<file path="src/rtl/seg_dec_pkg.sv">
package seg_dec_pkg;
  localparam int ADDR_W     = 32;
  localparam int GRAN_SHIFT = 23;
  localparam int GRAN_W     = 8;
  localparam int AG_W       = ADDR_W - GRAN_SHIFT;
  localparam int NERR       = 3;
  localparam int ERR_RANGE  = 0;
  localparam int ERR_ALIGN  = 1;
  localparam int ERR_OVLP   = 2;

  typedef logic [GRAN_W-1:0] gran_t;
  typedef logic [AG_W-1:0]   agran_t;

  // empty segment when end does not exceed start
  function automatic gran_t seg_size(input gran_t s, input gran_t e);
    return (e > s) ? gran_t'(e - s) : '0;
  endfunction

  // restoring division remainder, one step per numerator bit
  function automatic agran_t gran_mod(input agran_t num, input gran_t den);
    agran_t rem;
    rem = '0;
    for (int b = AG_W - 1; b >= 0; b--) begin
      rem = {rem[AG_W-2:0], num[b]};
      if (rem >= {1'b0, den}) rem = rem - {1'b0, den};
    end
    return rem;
  endfunction

  function automatic logic is_pow2(input gran_t v);
    return (v != '0) && ((v & gran_t'(v - 1'b1)) == '0);
  endfunction
endpackage

</file>
<file path="src/rtl/seg_reg_file.sv">
module seg_reg_file
  import seg_dec_pkg::*;
#(
  parameter int NUM_CS      = 3,
  parameter int IDXW        = 2,
  parameter int WIN_BASE_G  = 'h40,
  parameter int WIN_SIZE_G  = 32,
  parameter int RST_SIZE0_G = 8,
  parameter int RST_SIZEN_G = 4
) (
  input  logic                         clk,
  input  logic                         rst,
  input  logic                         wr_en,
  input  logic [IDXW-1:0]              idx,
  input  logic [31:0]                  wr_data,
  output logic [31:0]                  rd_data,
  output logic [NUM_CS-1:0][GRAN_W-1:0] seg_start_o,
  output logic [NUM_CS-1:0][GRAN_W-1:0] seg_end_o,
  output logic [NERR-1:0]              evt_o
);
  localparam int    WIN_LAST_G = WIN_BASE_G + WIN_SIZE_G;
  localparam gran_t BASE_G     = gran_t'(WIN_BASE_G);

  function automatic logic [31:0] rst_word(input int i);
    int s, e;
    s = (i == 0) ? WIN_BASE_G : WIN_BASE_G + RST_SIZE0_G + (i - 1) * RST_SIZEN_G;
    e = s + ((i == 0) ? RST_SIZE0_G : RST_SIZEN_G);
    return {e[7:0], s[7:0], 16'h0000};
  endfunction

  logic [31:0] regs_q [NUM_CS];
  logic [31:0] cur_word, new_word;
  logic        idx_ok, same, reject, misal, ovlp, do_wr;
  gran_t       new_start, new_end, new_size, new_last;
  logic        unused_low;

  assign unused_low = ^wr_data[15:0];

  generate
    for (genvar g = 0; g < NUM_CS; g++) begin : g_out
      assign seg_start_o[g] = regs_q[g][23:16];
      assign seg_end_o[g]   = regs_q[g][31:24];
    end
  endgenerate

  always_comb begin
    idx_ok   = 1'b0;
    cur_word = '0;
    for (int i = 0; i < NUM_CS; i++) begin
      if (idx == IDXW'(i)) begin
        idx_ok   = 1'b1;
        cur_word = regs_q[i];
      end
    end
    same      = idx_ok && ({wr_data[31:16], 16'h0000} == cur_word);
    new_end   = wr_data[31:24];
    new_start = (idx == '0) ? BASE_G : wr_data[23:16];
    new_word  = {new_end, new_start, 16'h0000};
    new_size  = seg_size(new_start, new_end);
    new_last  = gran_t'(new_start + new_size);
    reject    = (new_end <= BASE_G) || (int'(new_start) > WIN_LAST_G);
    misal     = (new_size != '0) &&
                (gran_mod({1'b0, new_start}, new_size) != '0);
    ovlp      = 1'b0;
    for (int j = 0; j < NUM_CS; j++) begin
      if (idx != IDXW'(j)) begin
        if ((new_start < gran_t'(seg_start_o[j] + seg_size(seg_start_o[j], seg_end_o[j]))) &&
            (new_last > seg_start_o[j]))
          ovlp = 1'b1;
      end
    end
    do_wr = wr_en && idx_ok && !same;
    evt_o = '0;
    evt_o[ERR_RANGE] = do_wr && reject;
    evt_o[ERR_ALIGN] = do_wr && !reject && misal;
    evt_o[ERR_OVLP]  = do_wr && !reject && ovlp;
  end

  always_ff @(posedge clk) begin
    if (rst) begin
      for (int i = 0; i < NUM_CS; i++) regs_q[i] <= rst_word(i);
      rd_data <= '0;
    end else begin
      for (int i = 0; i < NUM_CS; i++)
        if (do_wr && !reject && idx == IDXW'(i)) regs_q[i] <= new_word;
      rd_data <= cur_word;
    end
  end


  cs0_start_ro_chk: assert property (@(posedge clk) disable iff (rst)
    regs_q[0][23:16] == BASE_G);

  generate
    for (genvar g = 0; g < NUM_CS; g++) begin : g_chk

      low_half_zero_chk: assert property (@(posedge clk) disable iff (rst)
        regs_q[g][15:0] == 16'h0000);

      refused_keep_chk: assert property (@(posedge clk) disable iff (rst)
        (wr_en && idx == IDXW'(g) && reject) |=> (regs_q[g] == $past(regs_q[g])));

      same_ignored_chk: assert property (@(posedge clk) disable iff (rst)
        (wr_en && idx == IDXW'(g) && same) |=> (regs_q[g] == $past(regs_q[g])));
    end
  endgenerate
endmodule

</file>
<file path="src/rtl/seg_err_status.sv">
module seg_err_status
  import seg_dec_pkg::*;
(
  input  logic            clk,
  input  logic            rst,
  input  logic [NERR-1:0] evt_i,
  input  logic            clr_en,
  input  logic [NERR-1:0] clr_mask,
  output logic [NERR-1:0] flags_o
);
  logic [NERR-1:0] clr_bits;
  assign clr_bits = clr_en ? clr_mask : '0;

  always_ff @(posedge clk) begin
    if (rst) flags_o <= '0;
    else     flags_o <= (flags_o & ~clr_bits) | evt_i;
  end

  generate
    for (genvar k = 0; k < NERR; k++) begin : g_chk

      flag_sticky_chk: assert property (@(posedge clk) disable iff (rst)
        (flags_o[k] && !clr_bits[k]) |=> flags_o[k]);

      event_wins_chk: assert property (@(posedge clk) disable iff (rst)
        evt_i[k] |=> flags_o[k]);
    end
  endgenerate
endmodule

</file>
<file path="src/rtl/seg_map_lookup.sv">
module seg_map_lookup
  import seg_dec_pkg::*;
#(
  parameter int NUM_CS = 3,
  parameter int IDXW   = 2
) (
  input  logic                          clk,
  input  logic                          rst,
  input  logic                          acc_valid,
  input  logic                          acc_direct,
  input  logic [IDXW-1:0]               acc_cs,
  input  logic [31:0]                   acc_addr,
  input  logic [NUM_CS-1:0][GRAN_W-1:0] seg_start_i,
  input  logic [NUM_CS-1:0][GRAN_W-1:0] seg_end_i,
  output logic                          valid_o,
  output logic [NUM_CS-1:0]             hit_o,
  output logic [31:0]                   off_o,
  output logic                          err_o
);
  agran_t               ag, rem;
  logic [GRAN_SHIFT-1:0] lo;
  logic [NUM_CS-1:0]    hit_abs, hit_dir, hit_n;
  gran_t                sel_start, dsize, dstart, dend;
  logic                 any_abs, cs_ok, err_n;
  logic [31:0]          off_n;

  assign ag = acc_addr[31:GRAN_SHIFT];
  assign lo = acc_addr[GRAN_SHIFT-1:0];

  always_comb begin
    hit_abs   = '0;
    any_abs   = 1'b0;
    sel_start = '0;
    for (int i = NUM_CS - 1; i >= 0; i--) begin
      hit_abs[i] = (ag >= {1'b0, seg_start_i[i]}) && (ag < {1'b0, seg_end_i[i]});
      if (hit_abs[i]) begin
        any_abs   = 1'b1;
        sel_start = seg_start_i[i];
      end
    end
    cs_ok   = 1'b0;
    dstart  = '0;
    dend    = '0;
    hit_dir = '0;
    for (int i = 0; i < NUM_CS; i++) begin
      if (acc_cs == IDXW'(i)) begin
        cs_ok      = 1'b1;
        dstart     = seg_start_i[i];
        dend       = seg_end_i[i];
        hit_dir[i] = 1'b1;
      end
    end
    dsize = seg_size(dstart, dend);
    rem   = is_pow2(dsize) ? (ag & {1'b0, gran_t'(dsize - 1'b1)})
                           : gran_mod(ag, dsize);
    if (acc_direct) begin
      hit_n = hit_dir;
      if (!cs_ok || dsize == '0) begin
        off_n = '0;
        err_n = 1'b1;
      end else begin
        off_n = {rem, lo};
        err_n = ag >= {1'b0, dsize};
      end
    end else begin
      hit_n = hit_abs;
      off_n = any_abs ? {agran_t'(ag - {1'b0, sel_start}), lo} : '0;
      err_n = !any_abs;
    end
  end

  always_ff @(posedge clk) begin
    if (rst || !acc_valid) begin
      valid_o <= 1'b0;
      hit_o   <= '0;
      off_o   <= '0;
      err_o   <= 1'b0;
    end else begin
      valid_o <= 1'b1;
      hit_o   <= hit_n;
      off_o   <= off_n;
      err_o   <= err_n;
    end
  end


  idle_quiet_chk: assert property (@(posedge clk) disable iff (rst)
    !valid_o |-> (hit_o == '0 && off_o == '0 && !err_o));

  clean_has_hit_chk: assert property (@(posedge clk) disable iff (rst)
    (valid_o && !err_o) |-> (hit_o != '0));

  direct_single_chk: assert property (@(posedge clk) disable iff (rst)
    (acc_valid && acc_direct) |=> $onehot0(hit_o));
endmodule

</file>
<file path="src/rtl/flash_seg_decoder.sv">
module flash_seg_decoder
  import seg_dec_pkg::*;
#(
  parameter int NUM_CS      = 3,
  parameter int IDXW        = (NUM_CS > 1) ? $clog2(NUM_CS + 1) : 1,
  parameter int WIN_BASE_G  = 'h40,
  parameter int WIN_SIZE_G  = 32,
  parameter int RST_SIZE0_G = 8,
  parameter int RST_SIZEN_G = 4
) (
  input  logic              clk,
  input  logic              rst,
  input  logic              reg_wr_en,
  input  logic [IDXW-1:0]   reg_idx,
  input  logic [31:0]       reg_wdata,
  output logic [31:0]       reg_rdata,
  input  logic              sts_clr_en,
  input  logic [2:0]        sts_clr_mask,
  output logic [2:0]        sts_flags,
  input  logic              acc_valid,
  input  logic              acc_direct,
  input  logic [IDXW-1:0]   acc_cs,
  input  logic [31:0]       acc_addr,
  output logic              out_valid,
  output logic [NUM_CS-1:0] out_hit,
  output logic [31:0]       out_off,
  output logic              out_err
);
  logic [NUM_CS-1:0][GRAN_W-1:0] seg_start, seg_end;
  logic [NERR-1:0]               evt;

  seg_reg_file #(
    .NUM_CS(NUM_CS), .IDXW(IDXW), .WIN_BASE_G(WIN_BASE_G),
    .WIN_SIZE_G(WIN_SIZE_G), .RST_SIZE0_G(RST_SIZE0_G), .RST_SIZEN_G(RST_SIZEN_G)
  ) u_regs (
    .clk(clk), .rst(rst), .wr_en(reg_wr_en), .idx(reg_idx), .wr_data(reg_wdata),
    .rd_data(reg_rdata), .seg_start_o(seg_start), .seg_end_o(seg_end), .evt_o(evt)
  );

  seg_err_status u_status (
    .clk(clk), .rst(rst), .evt_i(evt), .clr_en(sts_clr_en),
    .clr_mask(sts_clr_mask), .flags_o(sts_flags)
  );

  seg_map_lookup #(.NUM_CS(NUM_CS), .IDXW(IDXW)) u_lookup (
    .clk(clk), .rst(rst), .acc_valid(acc_valid), .acc_direct(acc_direct),
    .acc_cs(acc_cs), .acc_addr(acc_addr), .seg_start_i(seg_start),
    .seg_end_i(seg_end), .valid_o(out_valid), .hit_o(out_hit),
    .off_o(out_off), .err_o(out_err)
  );
endmodule

</file>
<file path="config.mk">
export PLATFORM = sky130hd
export DESIGN_NAME = flash_seg_decoder
export DESIGN_NICKNAME = d
export VERILOG_FILES = /design/src/rtl/seg_dec_pkg.sv /design/src/rtl/seg_reg_file.sv /design/src/rtl/seg_err_status.sv /design/src/rtl/seg_map_lookup.sv /design/src/rtl/flash_seg_decoder.sv
export SDC_FILE = /design/constraint.sdc
export NUM_CORES = 1
export LEC_CHECK = 0
export ABC_AREA = 1
export ABC_CLOCK_PERIOD_IN_PS = 28900
export BUFFER_PORTS_ARGS = -buffer_cell sky130_fd_sc_hd__clkbuf_2
export CORE_MARGIN = 2
export CORE_UTILIZATION = 55
export DETAILED_ROUTE_END_ITERATION = 8
export GPL_TIMING_DRIVEN = 0
export PLACE_DENSITY = 0.74
export SYNTH_ARGS = -nofsm -noshare
export SYNTH_HDL_FRONTEND = slang
export SYNTH_SLANG_ARGS = --single-unit
export TNS_END_PERCENT = 100
</file>
<file path="constraint.sdc">
create_clock -name clk -period 28.9 [get_ports clk]
set_input_delay 8.67 -clock clk [delete_from_list [all_inputs] [get_ports clk]]
set_output_delay 8.67 -clock clk [all_outputs]
set_load 0.005 [all_outputs]
</file>
==> results.json, run 1 <==
{
  "cpMostUsedCell": "nand2_1",
  "worstSkewPairLatency_ns": 0.37,
  "yosys.area_share.adder": 0.2488,
  "cts_tree": "built",
  "avgSynthCellArea_sq_um": 6.923,
  "place_congestion": 0.9594,
  "synth_edf_count": 48,
  "clk_pin_slew_worst_paths_ns": 0.08,
  "die-area_sq_um": 33790,
  "yosys_register_bits": 104,
  "dp_hpwl_mm": 43.04,
  "finalHoldViolCount": 0,
  "synth_ff_type": "dfxtp_1",
  "synth_xor_area_frac": 0.06451,
  "vias_per_cell": 5.652,
  "maxSlewHeadroom": 0.4630,
  "cpPeakStageDelay_ns": 0.56,
  "met3_length_mm": 4.218,
  "hold_path_class": "reg2reg",
  "wl_per_cell_um": 16.89,
  "status": "finished clean",
  "grt_max_degree": 20,
  "synth-compound-area-share": 0.1568,
  "min_period_ns": 27.19,
  "ys_seq_area_frac": 0.1441,
  "crit_type": "in2reg",
  "final_common_cell": "nand2_1",
  "critical_path.slowest_cell": "nor2_1",
  "fmax_mhz": 36.78,
  "synthToLayoutAreaGrowth_pct": 11.23,
  "grt_use_total": 0.3121,
  "synth_top_family_by_area": "simple AND/OR/NAND/NOR gates",
  "finalWirelength_mm": 53.28,
  "worstReg2RegEnd": "u_lookup.off_o[27]",
  "critPathMaxFanout": 10,
  "final_cell_count_no_fill": 3155,
  "cts_num_sinks": 104,
  "cts_max_level": 3,
  "n_antenna_cell": 0,
  "max_cap_viol_count": 0,
  "worst-slew-pin-transition_ns": 0.8035,
  "critPathCaptureType": "register",
  "final.setup.tns_ns": 0,
  "critPathArrivalTime_ns": 27.48,
  "crit_end": "u_lookup.off_o[27]",
  "rr_worst_depth": 132,
  "route.vias.total": 17833,
  "worstReg2RegStart": "u_regs.regs_q[0][0]",
  "die_y_um": 183.8,
  "cts_buffers": 9,
  "drive_gt1_frac": 0.1337,
  "synth.mux.area_fraction": 0,
  "skew_ns": 0.01336,
  "async_reset_ff_frac": 0,
  "finalSetupViolCount": 0,
  "fin_nets": 3163,
  "grt_pass1_wl_mm": 83.87,
  "cts_buffer_depth": 2,
  "pin_count": 149,
  "drc_errors": 0,
  "io_buffer_count": 113,
  "start_util": 0.5607,
  "synth_area_sq_um": 17790,
  "grt_pass1_vias": 17003,
  "routed.top_layer": "met5",
  "drtPass1Iterations": 7,
  "antenna_found_initial": 1,
  "wl_met2_mm": 24.28,
  "grt-ovfl-total": 0,
  "placed_cells": 3107,
  "final_cell_mix": "nand2_1 (522), inv_1 (447), ha_1 (312)",
  "synth_cells": 2569,
  "synth.distinct_cells": 65,
  "ff2ff_setup_slack_ns": 9.80,
  "drt-initial-drc-count": 1146,
  "synth-warning-count": 0,
  "die_width_um": 183.8,
  "ctsHoldBuffers": 0,
  "coreArea_sq_um": 31720,
  "fin_crit_sh": 0.9408,
  "drtAntennaViolNets": 0,
  "synthSimpleGateAreaFrac": 0.2720,
  "crit_start": "acc_cs[0]",
  "start_kind": "input pin",
  "root_buffer": "clkbuf_16",
  "rows": 65,
  "m1WireLength_mm": 22.54,
  "required_ns": 29.20,
  "drv_slew": 0
}
[through the flow]
stage / hold WS (ns) / worst slack, ns / utilization / area, sq um
global route: 0.5133 / -0.04100 / 0.6237 / 19780
global placement: 0.4535 / -1.409 / 0.5969 / 18930
CTS: 0.4720 / 0.02326 / 0.6113 / 19390
finish: 0.4759 / 1.711 / 0.6237 / 19780
floorplan: 0.4536 / 1.902 / - / 17860
detailed placement: 0.4602 / -1.926 / 0.5980 / 18970
[registers in the layout, summed over array words and instances (netlist names)]
register and count:
u_regs.rd_data 16, u_lookup.hit_o 3, u_status.flags_o 3, u_lookup.off_o 32
u_regs.regs_q 48, u_lookup.valid_o 1, u_lookup.err_o 1
[layout make-up]
type	count	area (sq um)
multi-input cells	1979	13500
clock inverters	7	115.1
fillers	3009	11930
plain buffers	41	277.8
well taps	402	503.0
clock buffers	9	225.2
flip-flops and latches	104	2562
inverters	465	1758
repair buffers	148	839.6
[synthesized netlist by cell type, types with 4 or more instances]
cell | n | area, sq um
a221oi_1 | 4 | 35.03
clkbuf_1 | 17 | 63.81
o31ai_1 | 5 | 37.54
inv_2 | 7 | 26.28
nand2_2 | 23 | 143.9
a211oi_1 | 8 | 60.06
nand3_2 | 14 | 140.1
o21ai_2 | 12 | 105.1
xnor2_1 | 42 | 367.9
buf_4 | 16 | 120.1
edfxtp_1 | 48 | 1441
dfxtp_1 | 56 | 1121
nand4_1 | 36 | 225.2
o221ai_1 | 33 | 289.0
a21o_1 | 6 | 45.04
or3_1 | 4 | 25.02
or2_2 | 15 | 93.84
a21oi_1 | 179 | 895.9
buf_6 | 7 | 78.83
nand2_4 | 12 | 135.1
nor2_2 | 6 | 37.54
nor2_4 | 11 | 123.9
o21ai_1 | 11 | 55.05
ha_1 | 312 | 3904
xor2_1 | 89 | 779.5
fa_1 | 26 | 520.5
or4_1 | 4 | 30.03
nand3_1 | 123 | 615.6
o211ai_1 | 14 | 105.1
a21oi_2 | 12 | 105.1
inv_1 | 451 | 1693
nor2_1 | 187 | 701.9
nand3b_1 | 6 | 45.04
nor4_1 | 12 | 75.07
nand2_1 | 525 | 1971
o21ai_0 | 117 | 585.6
nor3_1 | 29 | 145.1
clkinv_1 | 5 | 18.77
nand3_4 | 9 | 157.7
o21bai_1 | 25 | 187.7
and2_1 | 5 | 31.28
o21a_1 | 12 | 90.09
[cell families (layout without fill, tap and decap cells)]
family / after synthesis / count (layout)
AO/OA/AOI/OAI: 457 / 457
XOR/XNOR: 131 / 131
adder cells (fa/ha/maj): 338 / 338
buffers and inverters: 507 / 670
flip-flops: 104 / 104
other: 1 / 22
AND/OR/NAND/NOR: 1031 / 1031
[repair_timing]
action	4_1_cts	5_1_grt
gates cloned	0	0
setup endpoints to repair	10	10
buffers inserted	4	29
pin swaps	2	14
resized for setup	12	63
[layer usage]
| metal | vias to the layer above | GRT usage |
|---|---|---|
| li1 | 8850 | - |
| met1 | 8088 | 0.3935 |
| met2 | 743 | 0.5295 |
| met3 | 150 | 0.05567 |
| met4 | 2 | 0.1206 |
| met5 | - | 0 |
[worst min-delay path by stage]
stage / startpoint / endpoint / slack [ns] / cells after the start
final: u_status.flags_o[0] / u_status.flags_o[0] / 0.48 / 2
after global routing: u_status.flags_o[1] / u_status.flags_o[1] / 0.51 / 2
after CTS: u_status.flags_o[0] / u_status.flags_o[0] / 0.47 / 2
after detailed placement: u_status.flags_o[0] / u_status.flags_o[0] / 0.46 / 2
after global placement: u_status.flags_o[0] / u_status.flags_o[0] / 0.45 / 2
after floorplan: u_status.flags_o[0] / u_status.flags_o[0] / 0.45 / 2
[worst max-delay path, delay by kind of cell]
| family | cells | cell delay, ns |
|---|---|---|
| adders and majority gates | 11 | 3.24 |
| buffers and inverters | 23 | 2.45 |
| AOI/OAI and AO/OA | 39 | 6.98 |
| and+or+nand+nor | 59 | 6.13 |
Power of run 1 is not shown: default switching activity piles up to over one toggle a cycle in this logic, so the estimate is an artifact.
==> run 2: changes to the inputs <==
--- a/config.mk
+++ b/config.mk
@@ -9,10 +9,9 @@
 export ABC_CLOCK_PERIOD_IN_PS = 28900
 export BUFFER_PORTS_ARGS = -buffer_cell sky130_fd_sc_hd__clkbuf_2
 export CORE_MARGIN = 2
-export CORE_UTILIZATION = 55
+export CORE_UTILIZATION = 45
 export DETAILED_ROUTE_END_ITERATION = 8
 export GPL_TIMING_DRIVEN = 0
-export PLACE_DENSITY = 0.74
 export SYNTH_ARGS = -nofsm -noshare
 export SYNTH_HDL_FRONTEND = slang
 export SYNTH_SLANG_ARGS = --single-unit
==> results.json, run 2 (same netlist as run 1, synthesis figures left out) <==
{
  "hold_depth": 2,
  "critical_path.slowest_cell": "fa_1",
  "final_common_cell": "nand2_1",
  "cts_buffer_depth": 2,
  "grt_max_degree": 22,
  "grt_pass1_wl_mm": 86.99,
  "critPathMaxFanout": 10,
  "status": "finished clean",
  "die-area_sq_um": 41130,
  "maxSlewHeadroom": 0.4510,
  "place_congestion": 0.9532,
  "worst-slew-pin-transition_ns": 0.8215,
  "ctsHoldBuffers": 0,
  "synthToLayoutAreaGrowth_pct": 12.35,
  "drt-initial-drc-count": 1146,
  "drive_gt1_frac": 0.1382,
  "crit_type": "in2reg",
  "drv_slew": 0,
  "root_buffer": "clkbuf_16",
  "dp_hpwl_mm": 45.00,
  "cts_buffers": 9,
  "final_cell_mix": "nand2_1 (522), inv_1 (447), ha_1 (312)",
  "finalWirelength_mm": 55.83,
  "drtAntennaViolNets": 0,
  "drc_errors": 0,
  "max_cap_viol_count": 0,
  "min_period_ns": 27.05,
  "worstSkewPairLatency_ns": 0.37,
  "drtPass1Iterations": 5,
  "cts_max_level": 3,
  "critPathCaptureType": "register",
  "grt_pass1_vias": 16618,
  "die_y_um": 202.8,
  "fin_hold_ws_ns": 0.4737,
  "multi_input_area_sq_um": 13500,
  "start_kind": "input pin",
  "largest_reg_flops": 48,
  "io_buffer_count": 113,
  "cts_tree": "built",
  "cpPeakStageDelay_ns": 0.42,
  "die_width_um": 202.8,
  "fillers": 3939,
  "cpMostUsedCell": "nand2_1",
  "finalHoldViolCount": 0,
  "skew_ns": 0.01008,
  "pin_count": 149,
  "n_antenna_cell": 0,
  "finalSetupViolCount": 0,
  "critPathArrivalTime_ns": 27.31,
  "cts_num_sinks": 104,
  "largest_registers": "u_regs.regs_q (48), u_lookup.off_o (32), u_regs.rd_data (16)",
  "grt_use_total": 0.2669,
  "hold_path_class": "reg2reg",
  "start_util": 0.4581,
  "antenna_found_initial": 0,
  "fin_crit_sh": 0.9359,
  "seq_area_sq_um": 2562,
  "wl_per_cell_um": 17.01,
  "grt-ovfl-total": 0,
  "rows": 72,
  "route.vias.total": 17601,
  "vias_per_cell": 5.363,
  "ff2ff_setup_slack_ns": 9.91,
  "rr_worst_depth": 134,
  "fin_nets": 3174,
  "fmax_mhz": 36.97,
  "pre_cts_ws_ns": -2.236,
  "top_register": "u_regs.regs_q",
  "clk_pin_slew_worst_paths_ns": 0.08,
  "coreArea_sq_um": 38830,
  "setup_slack_ns": 1.853,
  "final.setup.tns_ns": 0,
  "required_ns": 29.16
}
## run 2: changes by cell type in the layout (fill, tap and decap cells not counted), moves of 4 or more
cell and delta:
buf_4 +11, a21oi_1 -4, a21oi_2 +4, o21ai_0 -4
## run 2: timing repair
| item | in CTS | in global routing |
|---|---|---|
| buffers inserted | 6 | 38 |
| gates resized for setup | 15 | 64 |
| pin swaps | 3 | 19 |
| setup endpoints to repair | 10 | 10 |
## run 2: path summary, 6_finish.rpt
kind / to / startpoint
max: u_status.flags_o[1] / reg_idx[0]
min: u_status.flags_o[0] / u_status.flags_o[0]
max reg2reg: u_lookup.off_o[26] / u_regs.regs_q[0][0]
min reg2reg: u_status.flags_o[0] / u_status.flags_o[0]
## run 2: per-layer routing
layer / GRT usage / part of all wire / wire length [um]
met3: 0.03820 / 0.066 / 3685
met5: 0 / 0 / 0
met2: 0.4483 / 0.46 / 25800
met4: 0.07612 / 0.028 / 1582
met1: 0.3559 / 0.44 / 24760
## run 2: layout make-up
cell class	count	area share
clock inverter	7	0.004195
multi-input combinational	1979	0.6757
timing repair buffer	159	0.04621
tap	518	0.03243
inverter	465	0.08816
clock buffer	9	0.01127
sequential	104	0.1282
buffer	41	0.01377
## run 2: critical path, delay by kind of cell
| kind | cells | cell delay (ns) |
|---|---|---|
| AO/OA/AOI/OAI | 43 | 6.79 |
| AND/OR/NAND/NOR | 55 | 5.64 |
| buffers and inverters | 23 | 2.52 |
| adder cells (fa/ha/maj) | 11 | 3.44 |
| XOR/XNOR | 1 | 0.18 |
## run 2: through the flow
step	utilization	instances	cell area, sq um
floorplan	-	2590	17860
global placement	0.4914	3221	19080
detailed placement	0.4923	3223	19120
CTS	0.5029	3245	19530
global route	0.5147	3282	19980
finish	0.5147	3282	19980
Power of run 2 is left out for the same reason.
==> run 3: changes to the inputs <==
==> constraint.sdc (replaced) <==
create_clock -name clk -period 28.9 [get_ports clk]
set_input_delay 1.445 -clock clk [delete_from_list [all_inputs] [get_ports clk]]
set_output_delay 1.445 -clock clk [all_outputs]
set_load 0.005 [all_outputs]
==> results.json, run 3 (same netlist as run 1, synthesis figures left out) <==
{
  "io_buffer_count": 113,
  "cts_num_sinks": 104,
  "synthToLayoutAreaGrowth_pct": 9.230,
  "critPathCaptureType": "register",
  "antenna_found_initial": 0,
  "placed_area_sq_um": 19120,
  "min_period_ns": 23.72,
  "clk_pin_slew_worst_paths_ns": 0.08,
  "wl_per_cell_um": 16.94,
  "final_cell_mix": "nand2_1 (525), inv_1 (451), ha_1 (312)",
  "drv_slew": 0,
  "cts_max_level": 3,
  "crit_type": "in2reg",
  "cts_tree": "built",
  "max_cap_viol_count": 0,
  "design_area_sq_um": 19430,
  "pin_count": 149,
  "start_kind": "input pin",
  "cpPeakStageDelay_ns": 0.96,
  "vias_per_cell": 5.364,
  "fillers": 3978,
  "drive_gt1_frac": 0.1073,
  "critical_path.slowest_cell": "a211oi_1",
  "drt-initial-drc-count": 1252,
  "largest_reg_flops": 48,
  "drtAntennaViolNets": 0,
  "die_width_um": 202.8,
  "ctsResizeCount": 0,
  "fmax_mhz": 42.17,
  "finalSetupViolCount": 0,
  "required_ns": 29.14,
  "die_y_um": 202.8,
  "grt-ovfl-total": 0,
  "largest_registers": "u_regs.regs_q (48), u_lookup.off_o (32), u_regs.rd_data (16)",
  "finalWirelength_mm": 54.87,
  "seq_area_sq_um": 2562,
  "critPathArrivalTime_ns": 23.95,
  "coreArea_sq_um": 38830,
  "dp_hpwl_mm": 45.00,
  "worstSkewPairLatency_ns": 0.37,
  "final.setup.tns_ns": 0,
  "drtPass1Iterations": 6,
  "rsz0062_at_grt": "no",
  "placed_cells": 3223,
  "cts_buffers": 9,
  "fin_util": 0.5004,
  "drc_errors": 0,
  "final_cell_count_no_fill": 3239,
  "cts_buffer_depth": 2,
  "grt_max_degree": 22,
  "maxSlewHeadroom": 0.1704,
  "route.vias.total": 17373,
  "skew_ns": 0.009079,
  "top_register": "u_regs.regs_q",
  "grt_use_total": 0.2656,
  "finalHoldViolCount": 0,
  "n_antenna_cell": 0,
  "rows": 72,
  "die-area_sq_um": 41130,
  "worst-slew-pin-transition_ns": 1.237,
  "cpMostUsedCell": "nand2_1",
  "fin_crit_sh": 0.8206,
  "root_buffer": "clkbuf_16",
  "multi_input_area_sq_um": 13290,
  "final_common_cell": "nand2_1",
  "ctsHoldBuffers": 0,
  "grt_pass1_wl_mm": 86.48,
  "fin_nets": 3131,
  "place_congestion": 0.9532,
  "start_util": 0.4581,
  "post-cts-setup-buffers": 0,
  "hold_path_class": "reg2reg",
  "status": "finished clean",
  "grt_pass1_vias": 16567,
  "critPathMaxFanout": 11
}
==> run 3: cell count changes in the layout (fill, tap and decap cells not counted), moves of 5 or more <==
cell,delta
a21oi_2,-10
buf_4,-44
clkbuf_1,+5
o21ai_1,-5
o21ai_0,+10
nor2_4,-6
nor2_1,+9
o21ai_2,-5
a21oi_1,+10
==> run 3: worst paths after layout <==
path / startpoint / end / slack (ns) / cells past startpoint
max: acc_cs[0] / u_lookup.off_o[25] / 5.18 / 133
min: u_status.flags_o[0] / u_status.flags_o[0] / 0.47 / 2
max reg2reg: u_regs.regs_q[0][1] / u_lookup.off_o[25] / 6.53 / 129
min reg2reg: u_status.flags_o[0] / u_status.flags_o[0] / 0.47 / 2
==> run 3: layout make-up <==
type | count | share of cell area
multi-input combinational | 1979 | 0.6842
sequential | 104 | 0.1319
inverter | 465 | 0.09010
tap | 518 | 0.03336
timing repair buffer | 115 | 0.03066
buffer | 42 | 0.01391
clock buffer | 9 | 0.01159
clock inverter | 7 | 0.004315
==> run 3: routing by layer <==
| layer | track usage | vias up | routed length, um |
|---|---|---|---|
| li1 | - | 8793 | - |
| met3 | 0.04045 | 108 | 3764 |
| met2 | 0.4421 | 601 | 24870 |
| met1 | 0.3527 | 7871 | 24390 |
| met4 | 0.08446 | 0 | 1839 |
| met5 | 0 | - | 0 |
==> run 3: critical path: cells and delay by family <==
family	cells	cell delay [ns]
fa+ha+maj	12	3.40
buf+inv	22	2.77
compound gates	44	9.60
simple gates	55	6.69
==> run 3: per-stage QoR <==
step	hold slack, ns	setup WS [ns]
2_1_floorplan	0.4536	9.127
3_3_place_gp	0.4541	5.404
3_5_place_dp	0.4626	4.989
4_1_cts	0.4792	5.285
5_1_grt	0.5002	2.677
6_report	0.4702	5.184
Power of run 3 is left out for the same reason.
